$ cat src/rtl/asram_pkg.sv
package asram_pkg;

   typedef enum logic [2:0] {
      ST_IDLE,
      ST_WSET,
      ST_WPUL,
      ST_WEND,
      ST_RACC,
      ST_TURN
   } asram_st_e;

   // whole clock cycles covering a window in picoseconds, never below one
   function automatic int to_cyc(input int win_ps, input int clk_ps);
      int c;
      c = (win_ps + clk_ps - 1) / clk_ps;
      return (c < 1) ? 1 : c;
   endfunction

   function automatic int max2(input int a, input int b);
      return (a > b) ? a : b;
   endfunction

   // strobe low length: own width, late-drive plus setup, and the windows
   // measured from address or select that the setup phase already covers
   function automatic int pulse_len(input int wp, input int wz, input int ds,
                                    input int aw, input int cw, input int wc,
                                    input int as_c);
      int r;
      r = max2(wp, wz + ds);
      r = max2(r, aw - as_c);
      r = max2(r, cw - as_c);
      r = max2(r, wc - as_c - 1);
      return r;
   endfunction

endpackage

$ cat src/rtl/asram_timer.sv
module asram_timer #(
   parameter int unsigned CNT_W = 2,
   parameter int unsigned N_MAX = 2
) (
   input  logic             clk,
   input  logic             rst_n,
   input  logic             start,
   output logic [CNT_W-1:0] cnt
);

   generate
      if (N_MAX <= 1) begin : g_flat
         // every phase is one cycle long: the count never leaves zero
         assign cnt = '0;
      end else begin : g_count
         logic [CNT_W-1:0] cnt_q;
         always_ff @(posedge clk or negedge rst_n) begin
            if (!rst_n)
               cnt_q <= '0;
            else if (start)
               cnt_q <= '0;
            else if (cnt_q != {CNT_W{1'b1}})
               cnt_q <= cnt_q + 1'b1;
         end
         assign cnt = cnt_q;
      end
   endgenerate

endmodule

$ cat src/rtl/asram_seq.sv
module asram_seq
   import asram_pkg::*;
#(
   parameter int unsigned CNT_W = 2,
   parameter int unsigned N_AS  = 1,
   parameter int unsigned N_WZ  = 1,
   parameter int unsigned N_WP  = 2,
   parameter int unsigned N_RA  = 2,
   parameter int unsigned N_TA  = 1
) (
   input  logic             clk,
   input  logic             rst_n,
   input  logic             req_valid,
   input  logic             req_write,
   input  logic [CNT_W-1:0] cnt,
   output logic             tmr_start,
   output logic             accept,
   output logic             capture,
   output logic             ready,
   output logic             ce_n,
   output logic             oe_n,
   output logic             we_n,
   output logic             dq_oe,
   output logic             ack,
   output logic             rd_valid
);

   localparam logic [CNT_W-1:0] LAST_AS   = CNT_W'(N_AS - 1);
   localparam logic [CNT_W-1:0] LAST_WP   = CNT_W'(N_WP - 1);
   localparam logic [CNT_W-1:0] LAST_RA   = CNT_W'(N_RA - 1);
   localparam logic [CNT_W-1:0] LAST_TA   = CNT_W'(N_TA - 1);
   localparam logic [CNT_W-1:0] FIRST_DRV = CNT_W'(N_WZ);

   asram_st_e        state_q, state_nxt;
   logic [CNT_W-1:0] cnt_nxt;
   logic             drive_nxt;
   logic             wend_entry;

   always_comb begin
      state_nxt = state_q;
      tmr_start = 1'b0;
      accept    = 1'b0;
      capture   = 1'b0;
      unique case (state_q)
         ST_IDLE: if (req_valid) begin
            accept    = 1'b1;
            tmr_start = 1'b1;
            state_nxt = req_write ? ST_WSET : ST_RACC;
         end
         ST_WSET: if (cnt == LAST_AS) begin
            tmr_start = 1'b1;
            state_nxt = ST_WPUL;
         end
         ST_WPUL: if (cnt == LAST_WP) begin
            tmr_start = 1'b1;
            state_nxt = ST_WEND;
         end
         ST_WEND: begin
            tmr_start = 1'b1;
            state_nxt = ST_IDLE;
         end
         ST_RACC: if (cnt == LAST_RA) begin
            tmr_start = 1'b1;
            capture   = 1'b1;
            state_nxt = ST_TURN;
         end
         ST_TURN: if (cnt == LAST_TA) begin
            tmr_start = 1'b1;
            state_nxt = ST_IDLE;
         end
         default: begin
            tmr_start = 1'b1;
            state_nxt = ST_IDLE;
         end
      endcase
   end

   // count the next cycle will see, used to delay the data drive inside the pulse
   always_comb begin
      cnt_nxt    = tmr_start ? '0 : cnt + 1'b1;
      drive_nxt  = (state_nxt == ST_WPUL) && (cnt_nxt >= FIRST_DRV);
      wend_entry = (state_nxt == ST_WEND) && (state_q != ST_WEND);
   end

   // strobes are flops loaded from the next state: no decode glitches on the pins
   always_ff @(posedge clk or negedge rst_n) begin
      if (!rst_n) begin
         state_q  <= ST_IDLE;
         ce_n     <= 1'b1;
         oe_n     <= 1'b1;
         we_n     <= 1'b1;
         dq_oe    <= 1'b0;
         ack      <= 1'b0;
         rd_valid <= 1'b0;
      end else begin
         state_q  <= state_nxt;
         ce_n     <= !(state_nxt == ST_WSET || state_nxt == ST_WPUL ||
                       state_nxt == ST_RACC);
         oe_n     <= !(state_nxt == ST_RACC);
         we_n     <= !(state_nxt == ST_WPUL);
         dq_oe    <= drive_nxt;
         ack      <= wend_entry || capture;
         rd_valid <= capture;
      end
   end

   assign ready = (state_q == ST_IDLE);

endmodule

$ cat src/rtl/asram_datapath.sv
module asram_datapath #(
   parameter int unsigned ADDR_W = 19,
   parameter int unsigned DATA_W = 8
) (
   input  logic              clk,
   input  logic              rst_n,
   input  logic              accept,
   input  logic              capture,
   input  logic [ADDR_W-1:0] req_addr,
   input  logic [DATA_W-1:0] req_wdata,
   input  logic [DATA_W-1:0] dq_in,
   output logic [ADDR_W-1:0] mem_addr,
   output logic [DATA_W-1:0] mem_wdata,
   output logic [DATA_W-1:0] rdata
);

   always_ff @(posedge clk or negedge rst_n) begin
      if (!rst_n) begin
         mem_addr  <= '0;
         mem_wdata <= '0;
      end else if (accept) begin
         mem_addr  <= req_addr;
         mem_wdata <= req_wdata;
      end
   end

   always_ff @(posedge clk or negedge rst_n) begin
      if (!rst_n)
         rdata <= '0;
      else if (capture)
         rdata <= dq_in;
   end

endmodule

$ cat src/rtl/asram_ctrl.sv
module asram_ctrl
   import asram_pkg::*;
#(
   parameter int unsigned ADDR_W    = 19,
   parameter int unsigned DATA_W    = 8,
   parameter int          CLK_PS    = 8000,
   parameter int          T_AS_PS   = 0,
   parameter int          T_WP_PS   = 7000,
   parameter int          T_AW_PS   = 7000,
   parameter int          T_CW_PS   = 7000,
   parameter int          T_DS_PS   = 6000,
   parameter int          T_WC_PS   = 10000,
   parameter int          T_HZWE_PS = 6000,
   parameter int          T_AA_PS   = 10000,
   parameter int          T_OE_PS   = 5000,
   parameter int          T_RC_PS   = 10000,
   parameter int          T_HZ_PS   = 5000
) (
   input  logic              clk,
   input  logic              rst_n,
   input  logic              req_valid,
   input  logic              req_write,
   input  logic [ADDR_W-1:0] req_addr,
   input  logic [DATA_W-1:0] req_wdata,
   output logic              req_ready,
   output logic              req_ack,
   output logic              rd_valid,
   output logic [DATA_W-1:0] rd_data,
   output logic [ADDR_W-1:0] sram_addr,
   output logic              sram_ce_n,
   output logic              sram_oe_n,
   output logic              sram_we_n,
   output logic [DATA_W-1:0] sram_dq_o,
   output logic              sram_dq_oe,
   input  logic [DATA_W-1:0] sram_dq_i
);

   localparam int N_AS  = to_cyc(T_AS_PS, CLK_PS);
   localparam int N_WZ  = to_cyc(T_HZWE_PS, CLK_PS);
   localparam int N_DS  = to_cyc(T_DS_PS, CLK_PS);
   localparam int N_WP  = pulse_len(to_cyc(T_WP_PS, CLK_PS), N_WZ, N_DS,
                                    to_cyc(T_AW_PS, CLK_PS),
                                    to_cyc(T_CW_PS, CLK_PS),
                                    to_cyc(T_WC_PS, CLK_PS), N_AS);
   localparam int N_RA  = max2(max2(to_cyc(T_AA_PS, CLK_PS),
                                    to_cyc(T_OE_PS, CLK_PS)),
                               to_cyc(T_RC_PS, CLK_PS));
   localparam int N_TA  = to_cyc(T_HZ_PS, CLK_PS);
   localparam int N_MAX = max2(max2(N_AS, N_WP), max2(N_RA, N_TA));
   localparam int CNT_W = max2(1, $clog2(N_MAX + 1));

   initial begin
      if (ADDR_W < 1 || DATA_W < 1)
         $fatal(1, "asram_ctrl: bus widths must be at least one bit");
      if (CLK_PS < 1)
         $fatal(1, "asram_ctrl: clock period must be positive");
      if (N_WP < N_WZ + N_DS)
         $fatal(1, "asram_ctrl: pulse too short for late drive plus setup");
   end

   logic             tmr_start;
   logic             accept;
   logic             capture;
   logic [CNT_W-1:0] cnt;

   asram_timer #(
      .CNT_W (CNT_W),
      .N_MAX (N_MAX)
   ) u_timer (
      .clk   (clk),
      .rst_n (rst_n),
      .start (tmr_start),
      .cnt   (cnt)
   );

   asram_seq #(
      .CNT_W (CNT_W),
      .N_AS  (N_AS),
      .N_WZ  (N_WZ),
      .N_WP  (N_WP),
      .N_RA  (N_RA),
      .N_TA  (N_TA)
   ) u_seq (
      .clk       (clk),
      .rst_n     (rst_n),
      .req_valid (req_valid),
      .req_write (req_write),
      .cnt       (cnt),
      .tmr_start (tmr_start),
      .accept    (accept),
      .capture   (capture),
      .ready     (req_ready),
      .ce_n      (sram_ce_n),
      .oe_n      (sram_oe_n),
      .we_n      (sram_we_n),
      .dq_oe     (sram_dq_oe),
      .ack       (req_ack),
      .rd_valid  (rd_valid)
   );

   asram_datapath #(
      .ADDR_W (ADDR_W),
      .DATA_W (DATA_W)
   ) u_dp (
      .clk       (clk),
      .rst_n     (rst_n),
      .accept    (accept),
      .capture   (capture),
      .req_addr  (req_addr),
      .req_wdata (req_wdata),
      .dq_in     (sram_dq_i),
      .mem_addr  (sram_addr),
      .mem_wdata (sram_dq_o),
      .rdata     (rd_data)
   );

endmodule

$ cat config.mk
export PLATFORM = sky130hd
export DESIGN_NAME = asram_ctrl
export DESIGN_NICKNAME = d
export VERILOG_FILES = /design/src/rtl/asram_pkg.sv /design/src/rtl/asram_timer.sv /design/src/rtl/asram_seq.sv /design/src/rtl/asram_datapath.sv /design/src/rtl/asram_ctrl.sv
export SDC_FILE = /design/constraint.sdc
export NUM_CORES = 1
export LEC_CHECK = 0
export ABC_AREA = 1
export BUFFER_PORTS_ARGS = -buffer_cell sky130_fd_sc_hd__buf_2
export CELL_PAD_IN_SITES_DETAIL_PLACEMENT = 1
export CELL_PAD_IN_SITES_GLOBAL_PLACEMENT = 1
export CORE_MARGIN = 1
export CORE_UTILIZATION = 38
export CTS_BUF_LIST = sky130_fd_sc_hd__clkbuf_4 sky130_fd_sc_hd__clkbuf_8
export DETAILED_ROUTE_END_ITERATION = 10
export PLACE_DENSITY_LB_ADDON = 0.1
export SYNTH_ARGS = -nofsm -noshare
export SYNTH_HDL_FRONTEND = slang
export SYNTH_SLANG_ARGS = --single-unit
export TNS_END_PERCENT = 50
$ cat constraint.sdc
create_clock -name clk -period 3.4 [get_ports clk]
set_clock_uncertainty 0.15 [all_clocks]
set_input_delay 0.68 -clock clk [delete_from_list [all_inputs] [get_ports clk]]
set_output_delay 0.68 -clock clk [all_outputs]
set_load 0.01 [all_outputs]
==> impl_metrics.yaml <==
placement:
  io_buffer_count: 80
  place_area_um2: 2370
  gp_congestion: 0.697
  dp_cells: 356
  place_ws_ps: 1080
  place_hpwl_um: 3210
critical_path:
  critical_path_class: "reg -> reg"
  arrival_ps: 2170
  cp_max_fo: 29
  cp_cell_sequence: "nor2_2 > nand2_4 > nor2_4 > inv_2 > nand2_1 > nand2_1"
  cpMostUsedCell: "nand2_1"
  cp_top_family: "simple AND/OR/NAND/NOR gates"
  slowest_stage: "nor2_4"
  end_kind: "flip-flop"
  cp-start-kind: "flip-flop"
  critPathRequiredTime_ps: 3440
  cp.buffers_inverters: 1
  slowest_delay_ps: 520
logic_synthesis:
  syn-mean-instance-area_um2: 9.08
  yosysWarnings: 0
  syn_area_um2: 1940
  synth_top_area_cell: "dfrtp_1"
  ys_seq_elements: 46
  synth_seq_area_share: 0.594
  yosys-top-cells-area: "dfrtp_1, nand2_1, dfstp_2"
  netlist_instances: 214
  synthDominantCellAreaShare: 0.554
  synth_fp_nets: 256
  synth_cell_types: 21
grt:
  grt_pass1_vias: 1656
  grt_pass1_wl_um: 7450
  grt_max_degree: 47
  grt_usage: 0.183
  antenna_found_initial: 0
  grt_overflow: 0
cells_and_area:
  nets: 338
  instances_no_fill: 364
  drive_gt1_frac: 0.347
  area_growth_syn_to_layout_pct: 26.7
  final_area_um2: 2460
  fin_util: 0.511
  num_antenna_cells: 0
timing:
  fin_crit_ps: 2130
  hold_violations: 0
  finalSetupViolations: 0
  fmax_mhz: 469
  maxSlewViolCount: 0
  fin_hold_ws_ps: 321
  rsz0062_at_grt: "no"
  layout_setup_ws_ps: 1270
  fin_crit_sh: 0.627
  final.setup.tns_ps: 0
  slew_headroom: 0.325
  tightestPinTransition_ps: 1010
route:
  wl_per_cell_um: 12.0
  drc: 0
  firstDrtPassIters: 4
  viasPerCell: 4.47
  wirelength_um: 4380
  dr_total_vias: 1627
  top_layer: "met4"
  dr_wl_met2_um: 2120
  dr_wl_met3_um: 228
  antenna_left: 0
  drt_iter0_markers: 53
  m1WireLength_um: 2010
pwr:
  p_leak_nw: 1.46
  switchingPower_uw: 974
  ir_drop_mv: 0.432
  pwr-share-comb: 0.446
  power.density_nw_per_um2: 956
  swShare: 0.414
  p_int_mw: 1.38
  fin_total_pwr_mw: 2.35
  clockPowerShare: 0.147
  pwr-share-seq: 0.407
die:
  fp-row-count: 25
  die_x_um: 73.5
  dieHeight_um: 73.5
  start_util: 0.403
  core-area_um2: 4820
  io_pins: 81
  die_area_um2: 5400
clock_tree:
  tritoncts: "done"
  cts.sinks: 46
  numCtsBuffers: 5
  ctsResizeCount: 0
  worstSkewPairLatency_ps: 300
  clockBufferDepth: 2
  cts_setup_buffers: 0
  clk_pin_slew_ps: 90
  htree_levels: 2
  cts_hold_buf: 0
  root_buffer: "clkbuf_8"
flow_run:
  drv_cap: 0
status:
  outcome: "finished clean"
worst_hold_path:
  hold_path_class: "reg -> reg"
[worst min-delay path, delay by kind of cell, from the launching register on]
kind             cells  cell delay (ps)
flip-flops           1              350
AND/OR/NAND/NOR      2               90
[flip-flops by register name, indices dropped and copies added (netlist names)]
name,flops
u_dp.mem_addr,19
u_dp.mem_wdata,8
u_dp.rdata,8
u_seq.state_q,3
u_timer.cnt,2
u_seq.ack,1
u_seq.ce_n,1
u_seq.dq_oe,1
u_seq.oe_n,1
u_seq.rd_valid,1
u_seq.we_n,1
[cells in the final DEF (no fill, tap or decap)]
master	n
inv_2	1
nand3_2	1
dfstp_2	3
ha_1	3
o21ai_2	1
nor2_1	7
clkinvlp_4	1
o211ai_2	1
buf_2	80
nand2_4	3
inv_1	15
nand3_1	2
dfrtp_1	43
nand3b_1	1
clkbuf_8	6
clkinv_1	1
clkinv_2	1
nor2_4	3
nor2_2	2
nand4_1	4
nand2_1	116
o21ai_0	2
[layout make-up]
| cell class | instances | area, um2 |
|---|---|---|
| Clock inverter | 2 | 12.5 |
| Inverter | 17 | 63.8 |
| Timing Repair Buffer | 80 | 400 |
| Fill cell | 645 | 2360 |
| Multi-Input combinational cell | 146 | 663 |
| Clock buffer | 6 | 82.6 |
| Sequential cell | 46 | 1150 |
| Tap cell | 67 | 83.8 |
[Yosys cell counts]
library cell  instances
nand3b_1              1
nand2_1             116
nor2_4                3
clkinv_1              1
nand2_4               3
nand3_1               2
nor2_1                7
buf_2                 2
nand4_1               4
buf_12                2
inv_2                 1
inv_1                15
ha_1                  3
dfrtp_1              43
o21ai_0               2
o21ai_2               1
o211ai_2              1
buf_6                 1
nand3_2               1
nor2_2                2
dfstp_2               3
[worst paths after layout]
check | start | end | slack [ps] | cells after the start
worst max-delay path | u_seq.state_q[0] | u_dp.mem_addr[4] | 1270 | 6
worst min-delay path | u_dp.mem_addr[13] | u_dp.mem_addr[13] | 320 | 2
worst max register to register | u_seq.state_q[0] | u_dp.mem_addr[4] | 1270 | 6
worst min register to register | u_dp.mem_addr[13] | u_dp.mem_addr[13] | 320 | 2
max in group asynchronous | rst_n | u_seq.state_q[0] | 2070 | 1
min in group asynchronous | rst_n | u_dp.mem_addr[11] | 400 | 1
[layer usage]
| layer | GRT usage | up-vias |
|---|---|---|
| li1 | - | 808 |
| met3 | 0.0508 | 2 |
| met4 | 0.0513 | 0 |
| met1 | 0.228 | 771 |
| met5 | 0 | - |
| met2 | 0.310 | 46 |
[power by group through the flow]
stage / sequential, mW / combinational (mW) / clock, mW
floorplan: 1.07 / 0.606 / 0
global placement: 0.974 / 1.04 / 0
detailed placement: 0.969 / 1.07 / 0
CTS: 0.962 / 1.08 / 0.362
global route: 0.993 / 1.21 / 0.381
finish: 0.957 / 1.05 / 0.347
[cell families after synthesis]
logic type | count (synthesis) | synth area share
AOI/OAI and AO/OA | 4 | 0.0161
adders and majority gates | 3 | 0.0193
buffers and inverters | 22 | 0.0644
DFF | 46 | 0.594
and+or+nand+nor | 139 | 0.306
Power figures use the tool's default switching activity.
